--- config.mk ---
export PLATFORM = sky130hd
export DESIGN_NAME = bcd_dabble_conv
export DESIGN_NICKNAME = d
export VERILOG_FILES = /design/src/rtl/bcd_dabble_pkg.sv /design/src/rtl/bcd_col_fix.sv /design/src/rtl/bcd_shift_chain.sv /design/src/rtl/bcd_dabble_ctrl.sv /design/src/rtl/bcd_dabble_conv.sv
export SDC_FILE = /design/constraint.sdc
export NUM_CORES = 1
export LEC_CHECK = 0
export BUFFER_PORTS_ARGS = -buffer_cell sky130_fd_sc_hd__clkbuf_2
export CAP_MARGIN = 20
export CORE_MARGIN = 1.5
export CORE_UTILIZATION = 30
export CTS_BUF_LIST = sky130_fd_sc_hd__clkbuf_4 sky130_fd_sc_hd__clkbuf_8 sky130_fd_sc_hd__clkbuf_16
export DETAILED_ROUTE_END_ITERATION = 8
export PLACE_DENSITY = 0.54
export SLEW_MARGIN = 10
export SYNTH_ARGS = -nofsm -noshare
export SYNTH_HDL_FRONTEND = slang
export SYNTH_HIERARCHICAL = 1
export SYNTH_SLANG_ARGS = --single-unit
--- constraint.sdc ---
create_clock -name clk -period 1.7 [get_ports clk]
set_input_delay 0.17 -clock clk [delete_from_list [all_inputs] [get_ports clk]]
set_output_delay 0.17 -clock clk [all_outputs]
set_load 0.1 [all_outputs]
--- src/rtl/bcd_dabble_pkg.sv ---
// Package: types shared by the converter's controller and datapath.
// Assumes: nothing beyond IEEE 1800-2017.
package bcd_dabble_pkg;
    // Controller phases: waiting, column correction, chain shift, result held
    typedef enum logic [1:0] {
        ST_IDLE  = 2'd0,
        ST_FIX   = 2'd1,
        ST_SHIFT = 2'd2,
        ST_DONE  = 2'd3
    } dab_state_e;

    localparam int unsigned NIBBLE_W = 4;
endpackage

--- src/rtl/bcd_col_fix.sv ---
// Module: one decimal column's comparator and add-3 adder.
// Passes the column through unchanged when it is below five and adds three otherwise.
// Assumes: the input is a legal BCD value (0..9), so the sum fits in 4 bits and
// no carry has to leave the column.
module bcd_col_fix
    import bcd_dabble_pkg::*;
(
    input  logic [NIBBLE_W-1:0] col_in,
    output logic [NIBBLE_W-1:0] col_out
);
    logic ge_five;

    // Comparator and adder: detect a value of five or more and add three
    always_comb begin
        ge_five = (col_in >= NIBBLE_W'(5));
        col_out = ge_five ? (col_in + NIBBLE_W'(3)) : col_in;
    end
endmodule

--- src/rtl/bcd_shift_chain.sv ---
// Module: the combined BCD/binary shift chain with parallel load.
// The low IN_W bits hold the operand; above them sit DIGITS decimal columns.
// Assumes: load, fix and shift are mutually exclusive (the controller guarantees it).
module bcd_shift_chain
    import bcd_dabble_pkg::*;
#(
    parameter int unsigned IN_W   = 10,
    parameter int unsigned DIGITS = 4
) (
    input  logic                       clk,
    input  logic                       rst_n,
    input  logic                       load,
    input  logic                       fix,
    input  logic                       shift,
    input  logic [IN_W-1:0]            bin_in,
    output logic [DIGITS*NIBBLE_W-1:0] digits
);
    localparam int unsigned BCD_W = DIGITS * NIBBLE_W;

    logic [IN_W-1:0]  bin_r;
    logic [BCD_W-1:0] bcd_r;
    logic [BCD_W-1:0] bcd_fixed;

    // One independent comparator and adder per column
    for (genvar g = 0; g < DIGITS; g++) begin : g_col
        bcd_col_fix u_fix (
            .col_in  (bcd_r[g*NIBBLE_W +: NIBBLE_W]),
            .col_out (bcd_fixed[g*NIBBLE_W +: NIBBLE_W])
        );
    end

    // Chain register: load the operand, correct the columns or shift the chain left by one
    always_ff @(posedge clk) begin
        if (!rst_n) begin
            bin_r <= '0;
            bcd_r <= '0;
        end else if (load) begin
            bin_r <= bin_in;
            bcd_r <= '0;
        end else if (fix) begin
            bcd_r <= bcd_fixed;
        end else if (shift) begin
            {bcd_r, bin_r} <= {bcd_r[BCD_W-2:0], bin_r, 1'b0};
        end
    end

    assign digits = bcd_r;
endmodule

--- src/rtl/bcd_dabble_ctrl.sv ---
// Module: controller that sequences load, correction and shift steps.
// Accepts start only when idle or finished, then makes IN_W correction/shift
// pairs and holds ready until the next accepted start.
// Assumes: IN_W >= 1.
module bcd_dabble_ctrl
    import bcd_dabble_pkg::*;
#(
    parameter int unsigned IN_W = 10
) (
    input  logic clk,
    input  logic rst_n,
    input  logic start,
    output logic load,
    output logic fix,
    output logic shift,
    output logic ready,
    output logic busy
);
    localparam int unsigned CNT_W = $clog2(IN_W + 1);
    localparam logic [CNT_W-1:0] LAST_SHIFT = CNT_W'(IN_W - 1);

    dab_state_e       state_q;
    logic [CNT_W-1:0] shift_cnt_q;

    // Decode the datapath strobes and status from the current phase
    always_comb begin
        busy  = (state_q == ST_FIX) || (state_q == ST_SHIFT);
        load  = start && !busy;
        fix   = (state_q == ST_FIX);
        shift = (state_q == ST_SHIFT);
        ready = (state_q == ST_DONE);
    end

    // Phase register and shift counter
    always_ff @(posedge clk) begin
        if (!rst_n) begin
            state_q     <= ST_IDLE;
            shift_cnt_q <= '0;
        end else begin
            unique case (state_q)
                ST_IDLE, ST_DONE: begin
                    if (start) begin
                        state_q     <= ST_FIX;
                        shift_cnt_q <= '0;
                    end
                end
                ST_FIX: state_q <= ST_SHIFT;
                ST_SHIFT: begin
                    if (shift_cnt_q == LAST_SHIFT) begin
                        state_q <= ST_DONE;
                    end else begin
                        state_q     <= ST_FIX;
                        shift_cnt_q <= shift_cnt_q + CNT_W'(1);
                    end
                end
                default: state_q <= ST_IDLE;
            endcase
        end
    end
endmodule

--- src/rtl/bcd_dabble_conv.sv ---
// Module: top of the shift-and-add-3 binary to BCD converter.
// Joins the controller to the shift chain. bcd_out is valid while ready is high.
// Assumes: the operand is unsigned and DIGITS is large enough for 2**IN_W-1.
module bcd_dabble_conv
    import bcd_dabble_pkg::*;
#(
    parameter int unsigned IN_W   = 10,
    parameter int unsigned DIGITS = 4
) (
    input  logic                       clk,
    input  logic                       rst_n,
    input  logic                       start,
    input  logic [IN_W-1:0]            bin_in,
    output logic                       ready,
    output logic [DIGITS*NIBBLE_W-1:0] bcd_out
);
    logic ctl_load;
    logic ctl_fix;
    logic ctl_shift;
    logic ctl_busy;

    bcd_dabble_ctrl #(.IN_W(IN_W)) u_ctrl (
        .clk   (clk),
        .rst_n (rst_n),
        .start (start),
        .load  (ctl_load),
        .fix   (ctl_fix),
        .shift (ctl_shift),
        .ready (ready),
        .busy  (ctl_busy)
    );

    bcd_shift_chain #(.IN_W(IN_W), .DIGITS(DIGITS)) u_chain (
        .clk    (clk),
        .rst_n  (rst_n),
        .load   (ctl_load),
        .fix    (ctl_fix),
        .shift  (ctl_shift),
        .bin_in (bin_in),
        .digits (bcd_out)
    );
endmodule

==> flow_summary_export.csv <==
group,metric,value,unit
status,status,"complete, but fails checks",
status,violations,"design-rule violations",
global_route,met2_usage,17.8,%
setup_path,max_stage_delay,0.50,ns
setup_path,path_buf_inv,1,
pwr,powerDensity,1050,nW/um2
clock_network,cts_buffers,5,
setup_path,ff2ff_path_depth,5,
synth,syn_nets,248,
timing,tightest_slew,0.549,ns
cells_and_area,drive_above_1_share,31.9,%
timing,final_max_slew_viol_count,0,
global_route,use_met3,4.23,%
hold_path,hold_path_class,"in2reg",
routing,vias,1569,
cells_and_area,finalInstanceArea,2390,um2
timing,rsz0062_at_grt,"false",
placed_design,dp.cells,326,
timing,whs,0.118,ns
floorplanning,std_cell_rows,29,
timing,setup_viol,0,
setup_path,path_cells,"inv_1, ha_1, and4b_4, or4b_1, a21oi_1",
timing,max_freq,642,MHz
timing,finalCritPeriodShare,91.6,%
setup_path,cp-start-kind,"flip-flop",
global_route,antenna_found_initial,0,
clock_network,cts_sinks,32,
job,drv_cap,0,
floorplanning,die_area,7320,um2
cells_and_area,layout.cells.non_filler,334,
clock_network,clock_latency,0.28,ns
routing,drc_errors,3,
cells_and_area,area_growth_syn_to_layout,17.0,%
setup_path,crit_family,"simple AND/OR/NAND/NOR gates",
timing,fin_skew,0.00408,ns
timing,hold_viol_final,0,
setup_path,cp_slowest_cell,"or4b_1",
synth,syn_avg_cell_area,9.25,um2
global_route,grt_max_degree,17,
cells_and_area,finalNetCount,283,
floorplanning,die_w,85.6,um
floorplanning,fp.dieH,85.6,um
routing,post_drt_wl_per_cell,11.6,um
cells_and_area,antenna_cells,0,
clock_network,clockBufferDepth,2,
setup_path,r2r-start,"u_ctrl/shift_cnt_q[1]",
global_route,grt_overflow,0,
hold_path,min_path_cells,3,
routing,first_iter_violations,55,
setup_path,rrSetupSlack,0.14,ns
global_route,grt_pass1_wl,6640,um
pwr,p_leak,1.01,nW
setup_path,crit_required,1.91,ns
setup_path,critPathCaptureType,"flip-flop",
floorplanning,ioPinCount,30,
timing,final.min_clock_period,1.56,ns
clock_network,h-tree-depth,2,
hold_path,min_from,"bin_in[0]",
routing,wirelength,3860,um
pwr,vdd_drop_max,583,uV
routing,drtAntennaViolNets,0,
floorplanning,core-area,6460,um2
setup_path,crit_path_max_fanout,7,
placed_design,post_dp_cell_area,2290,um2
global_route,grt_pass1_vias,1457,
pwr,total_power,0.00251,W
placed_design,gp_congestion,0.741,
placed_design,pre_cts_slack,0.0809,ns
clock_network,root_buffer,"clkbuf_8",
timing,max-slew-margin-rel,63.5,%
clock_network,clk_pin_slew,0.07,ns
synth,syn_inst,221,
clock_network,cts_tree,"done",
placed_design,portBuffers,29,
floorplanning,initial_utilization,31.7,%
global_route,grt_usage,11.3,%
clock_network,postCtsHoldBufs,0,
hold_path,whs_endpoint,"u_chain/bin_r[0]",
synth,ys_warn_count,6,
setup_path,crit_type,"reg2reg",
global_route,grt.busiest_layer,"met2",
synth,netlist_area,2040,um2
global_route,grtUsageMet1,14.5,%
timing,setup_ws,0.143,ns
setup_path,r2r_end,"u_ctrl/shift_cnt_q[1]",
routing,vias_per_cell,4.70,
setup_path,arrival,1.77,ns
placed_design,dp_hpwl,2810,um
routing,first_pass_iters,6,
-- worst max path at each step --
stage / startpoint / to / slack, ns / cells after the start
2_1_floorplan: u_chain/digits[0] / u_chain/digits[0] / -0.03 / 8
3_3_place_gp: u_ctrl/state_q[0] / u_ctrl/shift_cnt_q[1] / 0.11 / 5
3_5_place_dp: u_ctrl/state_q[0] / u_ctrl/shift_cnt_q[0] / 0.08 / 5
4_1_cts: u_ctrl/state_q[0] / u_ctrl/shift_cnt_q[1] / 0.06 / 5
5_1_grt: u_ctrl/state_q[0] / u_ctrl/shift_cnt_q[1] / 0.03 / 5
6_report: u_ctrl/shift_cnt_q[1] / u_ctrl/shift_cnt_q[1] / 0.14 / 5
-- registers in the layout, indices dropped and copies added, names as in the netlist --
name and count:
u_ctrl/shift_cnt_q 4, u_chain/digits 16, u_chain/bin_r 10, u_ctrl/state_q 2
-- power by group --
part / internal, W / leakage [nW] / total [W] / switching (W)
registers: 0.000849 / 0.268 / 0.000915 / 0.0000652
clock network: 0.000319 / 0.0491 / 0.000583 / 0.000265
logic: 0.000459 / 0.690 / 0.00101 / 0.000555
total: 0.00163 / 1.01 / 0.00251 / 0.000885
-- worst reg2reg max path: cells and delay by family (launching register included) --
family / cells / cell delay (ns)
AND/OR/NAND/NOR: 2 / 0.71
flip-flops: 1 / 0.39
adder cells (fa/ha/maj): 1 / 0.18
AO/OA/AOI/OAI: 1 / 0.16
buffers and inverters: 1 / 0.06
-- metal layers --
layer / wire, um / share of wire (%)
met5: 0 / 0
met4: 33 / 0.85
met3: 142 / 3.7
met2: 1730 / 45
met1: 1960 / 51
-- layout by cell type, fill, tap and decap left out, types with 2 or more instances in the layout --
cell	instances
a21oi_1	12
a21oi_2	4
buf_4	8
clkbuf_2	29
clkbuf_4	2
clkbuf_8	5
dfxtp_1	20
dfxtp_2	8
dfxtp_4	4
ha_1	13
inv_1	13
mux2_2	6
mux2_4	9
mux2i_1	29
nand2_1	19
nand2b_1	8
nand3b_1	3
nor2_1	20
nor2b_1	2
o21ai_0	19
o21ai_1	4
or4b_1	2
xnor2_1	4
-- cell type report --
| cell class | instances | area (um2) |
|---|---|---|
| tap | 77 | 96.3 |
| clock buffer | 7 | 83.8 |
| clock inverter | 1 | 5.00 |
| timing repair buffer | 37 | 205 |
| inverter | 13 | 48.8 |
| multi-input combinational | 167 | 1290 |
| sequential | 32 | 666 |
| fill | 657 | 4070 |
-- what timing repair did --
item,in CTS,in global routing
gates resized for setup,0,2
endpoints found under the setup margin,0,3
buffers inserted,0,0
-- per-stage QoR --
step | setup TNS [ns] | utilization, %
floorplan | -0.0288 | -
global placement | 0 | 35.4
detailed placement | 0 | 35.4
CTS | 0 | 36.8
global route | 0 | 37.0
finish | 0 | 37.0
Note: power is estimated with default switching activity, not from simulation.
